**config.mk**
```make
export PLATFORM = sky130hd
export DESIGN_NAME = stream_pacer_src
export DESIGN_NICKNAME = d
export VERILOG_FILES = /design/src/rtl/stream_pacer_src.sv
export SDC_FILE = /design/constraint.sdc
export NUM_CORES = 1
export LEC_CHECK = 0
export BUFFER_PORTS_ARGS = -buffer_cell sky130_fd_sc_hd__buf_2
export CAP_MARGIN = 30
export CORE_MARGIN = 10
export CORE_UTILIZATION = 40
export DETAILED_ROUTE_END_ITERATION = 16
export PLACE_DENSITY_LB_ADDON = 0.3
export SLEW_MARGIN = 10
export SYNTH_ARGS = -nofsm -noshare
export SYNTH_HDL_FRONTEND = slang
export SYNTH_SLANG_ARGS = --single-unit
```
**constraint.sdc**
```tcl
create_clock -name clk -period 4.45 [get_ports clk]
set_clock_uncertainty 0.2 [all_clocks]
set_input_delay 0 -clock clk [delete_from_list [all_inputs] [get_ports clk]]
set_output_delay 0 -clock clk [all_outputs]
set_load 0.03 [all_outputs]
```
**src/rtl/stream_pacer_src.sv**
```systemverilog
module stream_pacer_src #(
  parameter int DATA_W = 256,
  parameter int LEN_W  = 16,
  parameter int CRED_W = 16,
  parameter int CNT_W  = 32
) (
  input  logic                clk,
  input  logic                rst_n,
  input  logic                en,
  input  logic [LEN_W-1:0]    pkt_bytes,
  input  logic [CRED_W-1:0]   credit_cap,
  input  logic                m_ready,
  output logic [DATA_W-1:0]   m_data,
  output logic [DATA_W/8-1:0] m_keep,
  output logic                m_last,
  output logic                m_valid,
  output logic [CNT_W-1:0]    beat_cnt,
  output logic [CNT_W-1:0]    pkt_cnt
);
  localparam int BPB   = DATA_W / 8;
  localparam int BW    = $clog2(BPB);
  localparam int LANES = DATA_W / 32;
  localparam int CW    = ((CRED_W > LEN_W + 1) ? CRED_W : LEN_W + 1) + 1;

  logic              active;
  logic [LEN_W-1:0]  idx, beats_q;
  logic [BW-1:0]     tail_q;
  logic [CRED_W-1:0] credit;

  logic [LEN_W:0]    len_sum;
  logic [LEN_W-1:0]  beats_raw, beats_cfg;
  logic              credit_ok, go, hs;
  logic [CRED_W:0]   cr_inc, cr_nxt;
  logic [31:0]       lane_base;

  assign len_sum   = {1'b0, pkt_bytes} + (LEN_W+1)'(BPB - 1);
  assign beats_raw = LEN_W'(len_sum >> BW);
  assign beats_cfg = (beats_raw == '0) ? LEN_W'(1) : beats_raw;
  assign credit_ok = CW'(credit) >= (CW'(beats_cfg) << 1);
  assign go        = !active && en && credit_ok;
  assign hs        = active && m_ready;

  assign m_valid = active;
  assign m_last  = active && (idx == beats_q - LEN_W'(1));
  assign m_keep  = (m_last && tail_q != '0) ? ~({BPB{1'b1}} << tail_q) : {BPB{1'b1}};

  assign lane_base = 32'(beat_cnt) * 32'(LANES);
  for (genvar i = 0; i < LANES; i++) begin : g_lane
    assign m_data[32*i +: 32] = lane_base + 32'(i);
  end

  assign cr_inc = {1'b0, credit} + (CRED_W+1)'(1);
  always_comb begin
    if (hs) cr_nxt = (cr_inc < (CRED_W+1)'(2)) ? '0 : cr_inc - (CRED_W+1)'(2);
    else    cr_nxt = cr_inc;
    if (cr_nxt > {1'b0, credit_cap}) cr_nxt = {1'b0, credit_cap};
  end

  always_ff @(posedge clk) begin
    if (!rst_n) begin
      active   <= 1'b0;
      idx      <= '0;
      beats_q  <= LEN_W'(1);
      tail_q   <= '0;
      credit   <= '0;
      beat_cnt <= '0;
      pkt_cnt  <= '0;
    end else begin
      credit <= CRED_W'(cr_nxt);
      if (go) begin
        active  <= 1'b1;
        idx     <= '0;
        beats_q <= beats_cfg;
        tail_q  <= pkt_bytes[BW-1:0];
      end else if (hs) begin
        beat_cnt <= beat_cnt + CNT_W'(1);
        if (m_last) begin
          active  <= 1'b0;
          pkt_cnt <= pkt_cnt + CNT_W'(1);
        end else begin
          idx <= idx + LEN_W'(1);
        end
      end
    end
  end
endmodule

```
[After elaboration in Yosys (flattened, before gate mapping)]
Index checks and enable logic that the tools add are counted.
Operators by class
  bitwise operators: 4
  $add $sub $neg: 14
  divide/modulo/power cells: 0
  eq/ne operators: 1
  reduce and logical (&&, ||, !) cells: 15
  multipliers: 0
  $lt $le $gt $ge: 3
  mux-type cells: 8
  shift operators: 1
Operators by type and width (number)
  $add A32 B3 Y32 const B: 4
  $add A32 B1 Y32 const B: 3
  $add A32 B2 Y32 const B: 2
  $mux W17: 2
  $mux W32: 1
  $not A32 Y32: 1
  $shl A32 B5 Y32 const A: 1
  $add A16 B1 Y17 const B: 1
  $add A16 B5 Y17 const B: 1
  $gt A17 B16 Y1: 1
  $lt A17 B2 Y1 const B: 1
  $sub A17 B2 Y17 const B: 1
  $add A16 B1 Y16 const B: 1
  $eq A16 B16 Y1: 1
  $ge A16 B13 Y1: 1
  $logic_not A16 Y1: 1
  $mux W16: 1
  $sub A16 B1 Y16 const B: 1
  $mux W12: 1
  $reduce_and A2 Y1: 3
  $logic_and A1 B1 Y1: 5
  $reduce_bool A5 Y1: 1
  $reduce_bool A2 Y1: 2
  $mux W1: 3
  other kinds (4): 6
Word-level totals
  output and inout bits: 354
  latch bits: 0
  memory bits (read-only): 0
  bits in registers: 118
  RAM bits: 0
  input bits: 36
  memories: 0

[Depth between registers and ports, before layout]
  word-level depth: 7
  gate-level depth with buffers: 20
  depth with buffers taken out: 17

[Worst setup path after synthesis]
Ideal clock, no wire load.
  kind: register -> register
  start: reg credit[0]
  end: reg credit[10]
  arrival: 4307 ps
  stages on the path, launching flop included: 18
  data required time: 4134 ps
  clock period less this slack: 4623 ps
  setup slack: -173 ps
  path through: dfxtp_1 -> ha_1 -> clkbuf_1 -> xnor2_1 -> ha_1 -> nand2_1 -> a21oi_1 -> nand2_1 -> nor4_1 -> clkbuf_1 -> nor2_1 -> ha_1 -> nand4_1 -> or2_2 -> o311ai_0 -> clkbuf_1 -> a211oi_1 -> a31o_2
On the way
  word-level cells in the longest chain between the ends: 6
  elaborated cells on any way between the ends: 7
  classes of those cells: add/sub (2); order compare (2); mux (3)
RTL lines
  from (decl): line 28  | logic [CRED_W-1:0] credit;
  from (signal assigned): line 69  | credit <= CRED_W'(cr_nxt);
  $add A16 B1 Y17 *: line 52  | assign cr_inc = {1'b0, credit} + (CRED_W+1)'(1);
  $sub A17 B2 Y17 or $lt A17 B2 Y1 (tied branches): line 54  | if (hs) cr_nxt = (cr_inc < (CRED_W+1)'(2)) ? '0 : cr_inc - (CRED_W+1)'(2);
  $mux W17: line 54
  $mux W17 *: line 54
  $gt A17 B16 Y1: line 56  | if (cr_nxt > {1'b0, credit_cap}) cr_nxt = {1'b0, credit_cap};
  $mux W16 *: line 56
Every way passes the cells marked *; elsewhere a longest branch is shown, timed or not.
A chain may end at the register's enable or synchronous reset.

[Final worst setup path]
  start: reg credit[0]
  end: reg credit[4]
Same word-level chain as after synthesis.

==> key figures <==
Outcome
  • Outcome: complete, no violations

Drt
  • Routed vias: 8810
  • DRC viols: 0
  • Routed Antenna Nets: 0
  • Routed wire length: 29900 um
  • First-pass DRT Iterations: 5
  • Via/cell ratio: 5.05
  • Per-cell routed wire length: 17.1 um
  • Initial drt markers: 545

Die
  • Die Y: 173 um
  • FP Rows: 56
  • I/O pins: 390
  • Initial Utilization: 40.4%
  • Core area: 23300 um2
  • Die X: 173 um
  • Die area: 30100 um2

Yosys
  • Syn_area_per_cell: 7.57 um2
  • Yosys reg bits: 114
  • Top-count cell post-synth: buf_4
  • Top area cells in the synthesized netlist: dfxtp_1 (24%), buf_4 (20%), xnor2_1 (6.5%)
  • Mapped Cells: 1245
  • Ys async rst share: 0%
  • Share of the synthesized area in the top cell type: 24.2%
  • Sequential element share of the synthesized area: 24.2%
  • Area leader, netlist: dfxtp_1
  • Ys flop type: dfxtp_1
  • Commonest cells post-synth: buf_4 (257), nor2_1 (128), dfxtp_1 (114)
  • Post-synth EDFFs: 0
  • Synthesized area: 9420 um2
  • Ys Warns: 0
  • Distinct cells, synth: 58

Finish
  • Nets: 1483
  • Share of layout cells above drive strength 1: 32.5%
  • Antenna Cells: 0
  • Area Overhead vs Synth: 15.6%

STA
  • Final min period: 4.18 ns
  • Final hold slack: 0.0777 ns
  • Final period utilization: 93.9%
  • Worst Tran Pin Value: 0.856 ns
  • Fmax achieved: 0.239 GHz
  • Final Hold Vio Count: 0
  • Max-slew violations: 0
  • Final setup vio count: 0
  • Max_slew headroom: 42.1%

Global routing
  • Global-route wire length before repair: 47400 um
  • Grt total ovfl: 0
  • Vias in the first global route: 8375
  • Largest net degree at the start of global routing: 64
  • GRT Util Overall: 18.9%
  • Antenna violations before repair: 0

Power
  • Final Total Pwr: 4240 uW
  • Psw: 1610 uW
  • Combinational group share of total power: 34.4%
  • Sequential Power Share: 29.5%
  • Sw Ratio: 38.1%
  • Internal: 2620 uW
  • Pwr dens: 389 nW/um2
  • Static leakage: 0.00517 uW
  • Peak supply drop: 0.253 mV
  • Clock Power Share: 36.1%

Setup path
  • Arr. time, crit path: 4.28 ns
  • CP peak stage delay: 0.39 ns
  • CP required: 4.55 ns
  • Slowest CP cell: dfxtp_1
  • Setup CP Type: flop to flop
  • Worst-path maximum fanout: 12
  • Crit-path most repeated cell: buf_4
  • CP Capture Type: flop
  • Critical path cell sequence: buf_4, nand3_1, nor4_1, buf_4, mux2i_1, nand2_1, nor4_1, buf_4, nor2_1, ha_1, a21o_1, a21oi_1, a21oi_1, a211oi_1, o211ai_1, o311ai_1, buf_4, a211oi_1, a31o_2
  • CP Launch Type: flop

Placed design
  • GPL Wtd Cong: 0.897
  • Port Buffers: 364
  • Post-DP HPWL: 22800 um

Clocking
  • CTS max path bufs: 2
  • H-Tree Depth: 4
  • Num CTS Buffers: 17
  • CTS tree: done
  • TritonCTS sink count: 114
  • Clk root buf: clkbuf_16
  • Clock transition at path regs: 0.07 ns
  • Clk Latency, worst-skew pair: 0.42 ns

Min path
  • Worst min-delay path class: input pin to flop

Flow run
  • Max_cap viols: 0
[final cells by class]
class                      count  area, um2
clock buffer                  17        425
clock inverter                15        220
fill                        2352      12400
inverter                      49        184
multi-input combinational    795       4930
sequential                   114       2280
tap                          319        399
timing repair buffer         436       2450
[power groups by stage]
stage	sequential (uW)	combinational (uW)	clock [uW]
final	1250	1460	1530
after CTS	1240	1440	1570
after floorplan	1200	1090	0
after detailed placement	1270	1400	0
after global placement	1270	1380	0
after global routing	1270	1620	1610
[logic make-up after synthesis]
kind of cell | after synthesis | share of synthesized area, %
flops | 114 | 24.2
simple gates | 447 | 23.7
buf+inv | 359 | 24.7
xor+xnor | 101 | 9.39
fa+ha+maj | 34 | 4.52
other cells | 2 | 0.0797
mux | 12 | 1.30
compound gates | 176 | 12.1
[through the flow]
step                worst slack (ns)  utilization, %  instances  TNS [ns]  instance area [um2]
floorplan                     0.0290               -       1268         0                 9510
global placement               0.219            42.2       1674         0                 9840
detailed placement             0.152            42.2       1674         0                 9840
CTS                            0.121            46.5       1743         0                10900
global route                 -0.0251            46.7       1745   -0.0688                10900
finish                         0.271            46.7       1745         0                10900
[sequential cells by signal, summed over array words and instances, names as in the netlist]
register / cells
tail_q: 5
beat_cnt: 32
m_valid: 1
pkt_cnt: 32
idx: 16
beats_q: 12
credit: 16
[cells in the final DEF (no fill, tap or decap), drive strengths merged, types with 9 or more instances in the layout]
master | netlist | final
a211oi | 26 | 26
a21o | 9 | 9
a21oi | 37 | 37
a31o | 12 | 12
and2 | 18 | 18
and3 | 14 | 14
buf | 266 | 399
clkbuf | 44 | 17
conb | 2 | 25
dfxtp | 114 | 114
dlygate4sd3 | 0 | 37
ha | 34 | 34
inv | 49 | 57
mux2i | 10 | 10
nand2 | 84 | 84
nand3 | 43 | 43
nand4 | 29 | 29
nor2 | 128 | 128
nor3 | 35 | 35
nor4 | 25 | 25
o21ai | 50 | 50
or2 | 10 | 10
or3 | 24 | 24
xnor2 | 70 | 70
xor2 | 31 | 31
[critical path, delay by kind of cell (launching register included)]
family                   cells  cell delay (ns)
adder cells (fa/ha/maj)      1             0.29
AND/OR/NAND/NOR              5             0.85
multiplexers                 1             0.26
AO/OA/AOI/OAI                8             1.24
buffers and inverters        4             0.83
flip-flops                   1             0.39
[final timing paths]
path | from | to | slack, ns | depth (start not counted)
max | credit[0] | credit[4] | 0.27 | 19
min | pkt_bytes[5] | beats_q[3] | 0.08 | 5
max reg2reg | credit[0] | credit[4] | 0.27 | 19
min reg2reg | pkt_cnt[1] | pkt_cnt[1] | 0.30 | 2
[routing by layer]
layer  share of wire (%)  track usage, %  vias to the layer above
met2                  49            32.6                      328
met5                   0               0                        -
met3                 6.7            4.38                       40
met4                 1.9            5.43                        0
li1                    -               -                     4323
met1                  43            22.9                     4119
[repair_timing]
item | in CTS | in global routing
setup buffers | 0 | 2
endpoints found under the hold margin | 38 | 0
gates resized for setup | 0 | 5
hold buffers | 37 | 0
endpoints found under the setup margin | 0 | 16
No activity file was read; power rests on OpenSTA's default activity.
